<file path="config.mk">
export PLATFORM = sky130hd
export DESIGN_NAME = lcd_host_if
export DESIGN_NICKNAME = d
export VERILOG_FILES = /design/src/rtl/lcdh_pkg.sv /design/src/rtl/lcdh_nibble.sv /design/src/rtl/lcdh_addr.sv /design/src/rtl/lcdh_ram.sv /design/src/rtl/lcd_host_if.sv
export SDC_FILE = /design/constraint.sdc
export NUM_CORES = 2
export LEC_CHECK = 0
export BUFFER_PORTS_ARGS = -buffer_cell sky130_fd_sc_hd__buf_4
export CAP_MARGIN = 20
export CORE_UTILIZATION = 57
export CTS_CLUSTER_DIAMETER = 100
export DETAILED_ROUTE_END_ITERATION = 8
export PLACE_DENSITY = 0.76
export SKIP_CTS_REPAIR_TIMING = 1
export SLEW_MARGIN = 5
export SYNTH_ARGS = -nofsm -noshare
export SYNTH_HDL_FRONTEND = slang
export SYNTH_HIERARCHICAL = 1
export SYNTH_SLANG_ARGS = --single-unit
</file>
<file path="constraint.sdc">
create_clock -name clk -period 7.1 [get_ports clk]
set_clock_uncertainty 0.05 [all_clocks]
set_input_delay 1.42 -clock clk [delete_from_list [all_inputs] [get_ports clk]]
set_output_delay 1.42 -clock clk [all_outputs]
set_load 0.05 [all_outputs]
</file>
<file path="src/rtl/lcdh_pkg.sv">
package lcdh_pkg;

    typedef enum logic [1:0] {
        OP_IRW  = 2'b00,
        OP_STAT = 2'b01,
        OP_DRW  = 2'b10,
        OP_DRR  = 2'b11
    } op_e;

    typedef enum logic {
        ST_READY = 1'b0,
        ST_BUSY  = 1'b1
    } st_e;

endpackage

</file>
<file path="src/rtl/lcdh_nibble.sv">
module lcdh_nibble
    import lcdh_pkg::*;
#(
    parameter int DW = 8
) (
    input  logic          clk,
    input  logic          rst_n,
    input  logic          acc,
    input  logic          rs,
    input  logic          rw,
    input  logic          nib4,
    input  logic          allow,
    input  logic [DW-1:0] din,
    output logic          take,
    output logic          byte_vld,
    output op_e           op,
    output logic [DW-1:0] bdata,
    output logic          lo_phase
);
    localparam int HW = DW / 2;

    logic [HW-1:0] hold_q;
    logic          tog_q;

    assign op       = op_e'({rs, rw});
    assign take     = acc && (allow || op == OP_STAT);
    assign byte_vld = take && (!nib4 || tog_q);
    assign bdata    = nib4 ? {hold_q, din[DW-1:HW]} : din;
    assign lo_phase = tog_q;

    always_ff @(posedge clk) begin
        if (!rst_n) begin
            tog_q  <= 1'b0;
            hold_q <= '0;
        end else if (!nib4) begin
            tog_q <= 1'b0;
        end else if (take) begin
            if (!tog_q) begin
                hold_q <= din[DW-1:HW];
                tog_q  <= 1'b1;
            end else begin
                tog_q <= 1'b0;
            end
        end
    end

endmodule

</file>
<file path="src/rtl/lcdh_addr.sv">
module lcdh_addr #(
    parameter int AW       = 7,
    parameter int DD_DEPTH = 80,
    parameter int CG_DEPTH = 64
) (
    input  logic          clk,
    input  logic          rst_n,
    input  logic          ld_dd,
    input  logic          ld_cg,
    input  logic [AW-1:0] ld_val,
    input  logic          inc,
    input  logic          freeze,
    output logic [AW-1:0] ac,
    output logic          cg_sel,
    output logic [AW-1:0] snap,
    output logic [AW-1:0] nxt,
    output logic          nxt_cg
);
    localparam int CGW = $clog2(CG_DEPTH);
    localparam logic [AW-1:0] DD_LAST = AW'(DD_DEPTH - 1);
    localparam logic [AW-1:0] CG_LAST = AW'(CG_DEPTH - 1);
    localparam logic [AW-1:0] DD_SPAN = AW'(DD_DEPTH);

    logic [AW-1:0] ac_q, snap_q, inc_val, dd_val, cg_val;
    logic          cg_q;

    always_comb begin
        if (cg_q) inc_val = (ac_q == CG_LAST) ? '0 : ac_q + 1'b1;
        else      inc_val = (ac_q == DD_LAST) ? '0 : ac_q + 1'b1;
        dd_val = (ld_val >= DD_SPAN) ? ld_val - DD_SPAN : ld_val;
        cg_val = AW'(ld_val[CGW-1:0]);
        if (ld_dd) begin
            nxt    = dd_val;
            nxt_cg = 1'b0;
        end else if (ld_cg) begin
            nxt    = cg_val;
            nxt_cg = 1'b1;
        end else if (inc) begin
            nxt    = inc_val;
            nxt_cg = cg_q;
        end else begin
            nxt    = ac_q;
            nxt_cg = cg_q;
        end
    end

    always_ff @(posedge clk) begin
        if (!rst_n) begin
            ac_q   <= '0;
            cg_q   <= 1'b0;
            snap_q <= '0;
        end else begin
            ac_q <= nxt;
            cg_q <= nxt_cg;
            if (!freeze) snap_q <= ac_q;
        end
    end

    assign ac     = ac_q;
    assign cg_sel = cg_q;
    assign snap   = snap_q;

endmodule

</file>
<file path="src/rtl/lcdh_ram.sv">
module lcdh_ram #(
    parameter int DEPTH = 80,
    parameter int DW    = 8,
    localparam int IW   = $clog2(DEPTH)
) (
    input  logic          clk,
    input  logic          we,
    input  logic [IW-1:0] waddr,
    input  logic [DW-1:0] wdata,
    input  logic [IW-1:0] raddr,
    output logic [DW-1:0] rdata
);
    logic [DW-1:0] mem [DEPTH];

    always_ff @(posedge clk) begin
        if (we) mem[waddr] <= wdata;
    end

    assign rdata = mem[raddr];

endmodule

</file>
<file path="src/rtl/lcd_host_if.sv">
module lcd_host_if
    import lcdh_pkg::*;
#(
    parameter int DW        = 8,
    parameter int DD_DEPTH  = 80,
    parameter int CG_DEPTH  = 64,
    parameter int INSTR_CYC = 4,
    parameter int DATA_CYC  = 2
) (
    input  logic          clk,
    input  logic          rst_n,
    input  logic          acc,
    input  logic          rs,
    input  logic          rw,
    input  logic          nib4,
    input  logic [DW-1:0] din,
    output logic [DW-1:0] dout,
    output logic          busy
);
    localparam int AW   = DW - 1;
    localparam int HW   = DW / 2;
    localparam int DDW  = $clog2(DD_DEPTH);
    localparam int CGW  = $clog2(CG_DEPTH);
    localparam int MAXC = (INSTR_CYC > DATA_CYC) ? INSTR_CYC : DATA_CYC;
    localparam int CW   = $clog2(MAXC + 1);

    st_e            st_q, st_d;
    logic [CW-1:0]  cnt_q, cnt_d;
    logic           take, byte_vld, lo_phase, exec;
    op_e            bop;
    logic [DW-1:0]  bdata, dr_q, dout_q, rd_val, dd_rd, cg_rd;
    logic [AW-1:0]  ac, snap, nxt, stat_ac;
    logic           cg_sel, nxt_cg;
    logic           ld_dd, ld_cg, inc_ac, we_dd, we_cg;

    lcdh_nibble #(.DW(DW)) u_nib (
        .clk(clk), .rst_n(rst_n), .acc(acc), .rs(rs), .rw(rw), .nib4(nib4),
        .allow(!busy), .din(din), .take(take), .byte_vld(byte_vld),
        .op(bop), .bdata(bdata), .lo_phase(lo_phase)
    );

    assign exec   = byte_vld && (bop != OP_STAT);
    assign ld_dd  = exec && (bop == OP_IRW) && bdata[DW-1];
    assign ld_cg  = exec && (bop == OP_IRW) && (bdata[DW-1:DW-2] == 2'b01);
    assign inc_ac = exec && (bop == OP_DRW || bop == OP_DRR);
    assign we_dd  = exec && (bop == OP_DRW) && !cg_sel;
    assign we_cg  = exec && (bop == OP_DRW) && cg_sel;

    lcdh_addr #(.AW(AW), .DD_DEPTH(DD_DEPTH), .CG_DEPTH(CG_DEPTH)) u_addr (
        .clk(clk), .rst_n(rst_n), .ld_dd(ld_dd), .ld_cg(ld_cg),
        .ld_val(bdata[AW-1:0]), .inc(inc_ac), .freeze(busy),
        .ac(ac), .cg_sel(cg_sel), .snap(snap), .nxt(nxt), .nxt_cg(nxt_cg)
    );

    lcdh_ram #(.DEPTH(DD_DEPTH), .DW(DW)) u_ddram (
        .clk(clk), .we(we_dd), .waddr(ac[DDW-1:0]), .wdata(bdata),
        .raddr(nxt[DDW-1:0]), .rdata(dd_rd)
    );

    lcdh_ram #(.DEPTH(CG_DEPTH), .DW(DW)) u_cgram (
        .clk(clk), .we(we_cg), .waddr(ac[CGW-1:0]), .wdata(bdata),
        .raddr(nxt[CGW-1:0]), .rdata(cg_rd)
    );

    // state register
    always_ff @(posedge clk) begin
        if (!rst_n) begin
            st_q  <= ST_READY;
            cnt_q <= '0;
        end else begin
            st_q  <= st_d;
            cnt_q <= cnt_d;
        end
    end

    // next state and outputs
    always_comb begin
        st_d  = st_q;
        cnt_d = cnt_q;
        busy  = 1'b0;
        unique case (st_q)
            ST_READY: begin
                if (exec) begin
                    st_d  = ST_BUSY;
                    cnt_d = (bop == OP_IRW) ? CW'(INSTR_CYC - 1) : CW'(DATA_CYC - 1);
                end
            end
            ST_BUSY: begin
                busy = 1'b1;
                if (cnt_q == '0) st_d = ST_READY;
                else             cnt_d = cnt_q - 1'b1;
            end
        endcase
    end

    assign stat_ac = busy ? snap : ac;
    assign rd_val  = rs ? dr_q : {busy, stat_ac};

    always_ff @(posedge clk) begin
        if (!rst_n) begin
            dr_q   <= '0;
            dout_q <= '0;
        end else begin
            if (ld_dd || ld_cg || (exec && bop == OP_DRR))
                dr_q <= nxt_cg ? cg_rd : dd_rd;
            else if (exec && bop == OP_DRW)
                dr_q <= bdata;
            if (take && rw) begin
                if (nib4)
                    dout_q <= {(lo_phase ? rd_val[HW-1:0] : rd_val[DW-1:HW]), {HW{1'b0}}};
                else
                    dout_q <= rd_val;
            end
        end
    end

    assign dout = dout_q;

endmodule

</file>
# Word level (Yosys, flattened, before mapping)
# Memory sizes are Yosys's and may differ from the RTL's.
# Cells that the tools add are included.
[op_classes]
n_addsub = 3
n_reduce_logical = 26
magnitude_cmp = 1
n_mux = 30
eq_ne = 9
bitwise_logic = 2
[ops]
columns = ["operator", "count"]
rows = [
  ["2-to-1 mux 7 bit", 8],
  ["2-to-1 mux 8 bit", 6],
  ["logical AND 1 bit", 12],
  ["2-to-1 mux 1 bit", 10],
  ["adder 7 x 1 -> 7 bit (second input constant)", 1],
  ["equality test 7 x 6 -> 1 bit (second input constant)", 1],
  ["equality test 7 bit (second input constant)", 1],
  [">= comparator 7 bit (second input constant)", 1],
  ["subtractor 7 bit (second input constant)", 1],
  ["2-to-1 mux 3 bit", 2],
  ["case mux 3 bit (2 select lines)", 1],
  ["logical OR 1 bit", 5],
  ["equality test 2 x 1 -> 1 bit (second input constant)", 2],
  ["equality test 2 bit (second input constant)", 2],
  ["2-to-1 mux 4 bit", 1],
  ["inequality test 2 bit (second input constant)", 2],
  ["AND reduction 2 bit", 2],
  ["zero test 1 bit", 3],
  ["zero test 3 bit", 1],
  ["AND reduction 3 bit", 1],
  ["subtractor 3 x 1 -> 3 bit (second input constant)", 1],
  ["zero test 2 bit", 1],
  ["2-to-1 mux 2 bit", 1],
  ["inequality test 2 x 1 -> 1 bit (second input constant)", 1],
  ["other kinds (3)", 4],
]
[totals]
elab_cells = 82
memories = 2
output_inout_bits = 9
mem_bits_rw = 1152
regBits = 40
inputBits = 14
[memory_table]
columns = ["memory", "words", "width", "rd", "rd_clocked_by_memory_dff", "wr", "line", "rtl"]
rows = [
  ["u_ddram.mem", 80, 8, 1, 0, 1, "lcdh_ram.sv:13", "logic [DW-1:0] mem [DEPTH];"],
  ["u_cgram.mem", 64, 8, 1, 0, 1, "lcdh_ram.sv:13", ""],
]

# Longest topological paths before layout
# An unclocked memory read counts as a cell.
[logic_depth]
ltp_word = 13
depth_mapped = 23
depth_no_buf = 18

# Modules after synthesis
# Netlist, hierarchy kept.
[modules_own_cells]
columns = ["mod", "area_per_inst_um2", "seq_area_each_um2", "instances", "cells_each"]
rows = [
  ["lcdh_ram at u_ddram", 24742.5, 19218.4, 1, 1104],
  ["lcdh_ram at u_cgram", 20006.7, 15374.7, 1, 932],
  ["lcd_host_if", 1330.0, 400.4, 1, 157],
  ["lcdh_addr", 843.3, 300.3, 1, 99],
  ["lcdh_nibble", 350.3, 100.1, 1, 37],
]

# Worst setup path before layout
# OpenSTA, ideal clock, no wires.
[synth_timing]
path_kind = "input to register"
start = "in nib4"
end = "reg dr_q[7]"
t_arrival_ns = 6.796
slack_ns = 0.119
path_buffers = 4
cell_stages = 15
setup_time_ns = 0.135
required_ns = 6.915
cell_sequence = "buf_2 mux2_1 and4b_1 or2_2 clkbuf_1 o31ai_1 buf_6 buf_4 mux4_2 mux4_2 o21ai_0 nand2_1 mux2_2 nand3_1 a21boi_0"
[synth_between]
elab_cells_between_ends = 28
classes_between = "add/sub: 1; order compare: 1; eq/ne: 1; mux: 10; reduce/logical: 13; memory: 2"
[synth_rtl]
columns = ["item", "line", "rtl"]
rows = [
  ["start: declaration", "lcd_host_if.sv:15", "input logic nib4,"],
  ["2-to-1 mux 8 bit", "lcdh_nibble.sv:28", "assign bdata = nib4 ? {hold_q, din[DW-1:HW]} : din;"],
  ["via bdata[7]", "lcd_host_if.sv:31", "logic [DW-1:0] bdata, dr_q, dout_q, rd_val, dd_rd, cg_rd;"],
  ["equality test 2 x 1 -> 1 bit", "lcd_host_if.sv:44", "assign ld_cg = exec && (bop == OP_IRW) && (bdata[DW-1:DW-2] == 2'b01);"],
  ["logical AND 1 bit", "lcd_host_if.sv:44", ""],
  ["via ld_cg", "lcd_host_if.sv:34", "logic ld_dd, ld_cg, inc_ac, we_dd, we_cg;"],
  ["2-to-1 mux 7 bit", "lcdh_addr.sv:35", "end else if (ld_cg) begin"],
  ["2-to-1 mux 7 bit", "lcdh_addr.sv:32", "if (ld_dd) begin"],
  ["via nxt[0]", "lcd_host_if.sv:32", "logic [AW-1:0] ac, snap, nxt, stat_ac;"],
  ["memory (64 x 8 bit)", "--", ""],
  ["via cg_rd[7]", "lcd_host_if.sv:31", ""],
  ["2-to-1 mux 8 bit", "lcd_host_if.sv:105", "dr_q <= nxt_cg ? cg_rd : dd_rd;"],
  ["2-to-1 mux 8 bit", "lcd_host_if.sv:104", "if (ld_dd || ld_cg || (exec && bop == OP_DRR))"],
  ["end signal: assignment", "lcd_host_if.sv:105", ""],
  ["end signal: assignment", "lcd_host_if.sv:107", "dr_q <= bdata;"],
  ["end: declaration", "lcd_host_if.sv:31", ""],
]
# The timed path passes the listed nets, and every way through them passes these cells. The select of a mux whose other input is x is not followed.
# A chain may end at the register's enable or synchronous reset.

# Worst setup path in the final report
[layout_timing]
start = "in rs"
end = "reg dr_q[4]"
[layout_between]
elab_chain_cells = 12
elab_cells_between_ends = 28
classes_between = "eq/ne: 4; mux: 7; reduce/logical: 15; memory: 2"
[layout_rtl]
columns = ["item", "line", "rtl"]
rows = [
  ["start: declaration", "lcd_host_if.sv:13", "input logic rs,"],
  ["equality test 2 x 1 -> 1 bit", "lcdh_nibble.sv:26", "assign take = acc && (allow || op == OP_STAT);"],
  ["logical OR 1 bit", "lcdh_nibble.sv:26", ""],
  ["logical AND 1 bit", "lcdh_nibble.sv:26", ""],
  ["via take", "lcd_host_if.sv:29", "logic take, byte_vld, lo_phase, exec;"],
  ["logical AND 1 bit", "lcdh_nibble.sv:27", "assign byte_vld = take && (!nib4 || tog_q);"],
  ["via byte_vld", "lcd_host_if.sv:29", ""],
  ["logical AND 1 bit", "lcd_host_if.sv:42", "assign exec = byte_vld && (bop != OP_STAT);"],
  ["logical AND 1 bit (2 in a row)", "lcd_host_if.sv:44", ""],
  ["via ld_cg", "lcd_host_if.sv:34", ""],
  ["2-to-1 mux 7 bit", "lcdh_addr.sv:35", ""],
  ["2-to-1 mux 7 bit", "lcdh_addr.sv:32", ""],
  ["via nxt[2]", "lcd_host_if.sv:32", ""],
  ["memory (64 x 8 bit)", "--", ""],
  ["via cg_rd[4]", "lcd_host_if.sv:31", ""],
  ["2-to-1 mux 8 bit", "lcd_host_if.sv:105", ""],
  ["2-to-1 mux 8 bit", "lcd_host_if.sv:104", ""],
]
# The timed path passes the listed nets, and every way through them passes these cells.

==> impl_metrics.env <==
export IMPL_grt_use_total=0.246
export IMPL_grt_max_degree=106
export IMPL_yosysUniqueCellTypes=74
export IMPL_synth_seq_cells=1192
export IMPL_fmax_ghz=0.174
export IMPL_die_h_um=290
export IMPL_worstSetupPathType="in2reg"
export IMPL_worstPathArrival_ns=6.26
export IMPL_num_vias=23854
export IMPL_cp_end_kind="register"
export IMPL_p_sw_mw=3.24
export IMPL_core_area_mm2=0.0821
export IMPL_clock_sinks=1192
export IMPL_fillers=5164
export IMPL_die_width_um=290
export IMPL_cts_htree_levels=3
export IMPL_combPwrFrac=0.074
export IMPL_syn2layout_area_growth_pct=10.8
export IMPL_ys_seq_area_frac=0.749
export IMPL_nNetsFinal=2423
export IMPL_period_share=0.810
export IMPL_cts_root_buffer="clkbuf_16"
export IMPL_row_count=105
export IMPL_grt_pass1_vias=23736
export IMPL_place_hpwl_um=61900
export IMPL_grt_overflow=0
export IMPL_clk_latency_ns=0.69
export IMPL_synth_nets=2348
export IMPL_drive_gt1_frac=0.240
export IMPL_rrSetupSlack_ns=1.98
export IMPL_intPower_mw=11.6
export IMPL_drv_cap=0
export IMPL_synthFlopType="edfxtp_1"
export IMPL_worstSetupStartpoint="rs"
export IMPL_tns_ns=0
export IMPL_async_flop_share=0
export IMPL_synth_edf_count=1152
export IMPL_cts_tree="done"
export IMPL_rr_worst_depth=17
export IMPL_die_area_mm2=0.0841
export IMPL_final_hold_violation_count=0
export IMPL_crit_path_end="dr_q[4]"
export IMPL_tightest_slew_ns=1.11
export IMPL_drt_pass1_iter_count=6
export IMPL_diodes=0
export IMPL_final_util=0.638
export IMPL_port_buffers=22
export IMPL_power_density_mw_per_mm2=284
export IMPL_route_detailed_drc=0
export IMPL_outcome="completed"
export IMPL_drt_initial_drc_count=2932
export IMPL_cp_start_kind="primary input"
export IMPL_cts_made_buffers=112
export IMPL_p_sw_frac=0.218
export IMPL_p_clk_frac=0.403
export IMPL_ant_nets=0
export IMPL_hold_slack_ns=0.435
export IMPL_antenna_found_initial=0
export IMPL_max_slew_margin=0.262
export IMPL_hold_depth=2
export IMPL_grt_setup_unrepaired="no"
export IMPL_initial_core_util=0.576
export IMPL_critPathRequiredTime_ns=7.61
export IMPL_drt_total_wl_um=102000
export IMPL_totalPowerFinal_mw=14.9
export IMPL_ir_drop_uv=176
export IMPL_ys_warn_count=6
export IMPL_hold_path_class="reg2reg"
export IMPL_timing_rr_start="st_q"
export IMPL_slew_viol_final=0
export IMPL_worstPathMaxFanout=103
export IMPL_finalSetupViolCount=0
export IMPL_syn_inst=2329
export IMPL_cts_buffer_depth=3
export IMPL_path_clk_slew_ns=0.06
export IMPL_grt_pass1_wl_um=153000
export IMPL_r2r_end="dr_q[4]"
export IMPL_vias_per_cell=6.68
export IMPL_timing_hold_worst_start="u_nib/hold_q[0]"
export IMPL_netlist_area_mm2=0.0473
export IMPL_io_pins=23
export IMPL_fin_crit_ns=5.75
export IMPL_wire_per_inst_um=28.7
export IMPL_place_congestion=0.899
export IMPL_avgSynthCellArea_um2=20.3
export IMPL_seq_power_share=0.523
export IMPL_p_leak_nw=15.9
## power by group through the flow
| stage | Sequential, mW | Clock (mW) | Combinational [mW] |
|---|---|---|---|
| after floorplan | 7.96 | 0 | 0.760 |
| after global placement | 7.94 | 0 | 1.07 |
| after detailed placement | 7.94 | 0 | 1.10 |
| after CTS | 7.79 | 6.06 | 1.11 |
| after global routing | 7.79 | 6.32 | 1.17 |
| final | 7.79 | 5.99 | 1.11 |
## synth_stat cells (4+ instances only)
cell type	count	area, um^2
a211oi_1	5	37.5
a21oi_1	11	55.1
a221oi_1	14	123
a22oi_1	57	428
and2_1	12	75.1
and3_1	4	25.0
buf_1	15	56.3
buf_2	38	190
buf_4	19	143
buf_6	13	146
clkbuf_1	36	135
dfxtp_1	40	801
edfxtp_1	1152	34600
ha_1	5	62.6
inv_1	9	33.8
mux2_1	7	78.8
mux2_2	17	191
mux2i_1	81	811
mux4_2	294	6620
nand2_1	76	285
nand2b_1	15	93.8
nand3_1	38	190
nand3b_1	4	30.0
nand4_1	18	113
nor2_1	181	679
nor2b_1	31	194
nor3_1	18	90.1
o211ai_2	6	75.1
o21ai_0	18	90.1
o221ai_1	8	70.1
o22ai_1	11	68.8
## how the worst min path moves through the flow
| stage | to | slack [ns] |
|---|---|---|
| floorplan | u_nib/hold_q[0] | 0.38 |
| global placement | u_nib/hold_q[2] | 0.39 |
| detailed placement | u_nib/hold_q[1] | 0.41 |
| CTS | u_nib/hold_q[0] | 0.43 |
| global route | u_nib/hold_q[0] | 0.45 |
| finish | u_nib/hold_q[0] | 0.44 |
## registers in the layout (all words and copies together) (netlist names)
name,flops
u_nib/lo_phase,1
dout,8
u_nib/hold_q,4
dr_q,8
u_cgram/mem,512
u_addr/snap,7
cnt_q,3
u_addr/ac,7
u_addr/cg_sel,1
u_ddram/mem,640
st_q,1
## layout make-up
| type | instances | area, um^2 | area share |
|---|---|---|---|
| clock buffers | 133 | 2900 | 0.0554 |
| clock inverters | 77 | 788 | 0.0150 |
| inverters | 10 | 37.5 | 0.000716 |
| multi-input cells | 1004 | 11200 | 0.214 |
| flip-flops and latches | 1192 | 35400 | 0.676 |
| well taps | 1070 | 1340 | 0.0256 |
| repair buffers | 84 | 713 | 0.0136 |
## logic make-up after synthesis
logic type | count (synthesis) | synth area share
compound gates | 176 | 0.0286
buf+inv | 133 | 0.0158
fa+ha+maj | 5 | 0.00132
mux | 399 | 0.163
xor+xnor | 3 | 0.000556
flops | 1192 | 0.749
simple gates | 421 | 0.0420
## critical path: stages
cell and delay (ns):
buf_4 0.20, nor2b_4 0.14, o21a_2 0.17, a21boi_1 0.40, and4b_1 0.36, or2_2 0.35, nand2_1 0.15, o21ai_4 0.15
buf_12 0.50, mux4_2 0.41, mux2_2 0.29, o221a_2 0.29, nor3_1 0.58, o32ai_1 0.27, mux2i_1 0.20, nor2b_1 0.06
nand4_1 0.10, o211ai_2 0.09
## metrics by stage
stage          setup WS (ns)  std cells  instance area, um^2
5_1_grt                 1.14       3570                52400
3_3_place_gp           0.913       3358                48700
3_5_place_dp           0.777       3360                48700
6_report                1.35       3570                52400
4_1_cts                 1.46       3570                52400
2_1_floorplan          0.119       2329                47300
## cell usage in the layout (no fill, tap or decap), types with 20 or more instances in the layout
cell / synthesis / layout
nand3_1: 38 / 38
a22oi_1: 57 / 57
nor2_1: 181 / 181
edfxtp_1: 1152 / 1152
buf_4: 19 / 75
mux2i_1: 81 / 81
dfxtp_1: 40 / 40
nor2b_1: 31 / 31
clkbuf_1: 36 / 20
clkinv_2: 0 / 25
mux4_2: 294 / 294
clkinv_1: 1 / 23
nand2_1: 76 / 76
clkbuf_16: 0 / 113
## layer usage
layer | up-vias | GRT usage | routed length, um
li1 | 9790 | - | -
met1 | 12525 | 0.359 | 40200
met2 | 1361 | 0.385 | 49300
met3 | 178 | 0.0447 | 10600
met4 | 0 | 0.0698 | 2270
met5 | - | 0 | 0
No activity file was read; power rests on OpenSTA's default activity.
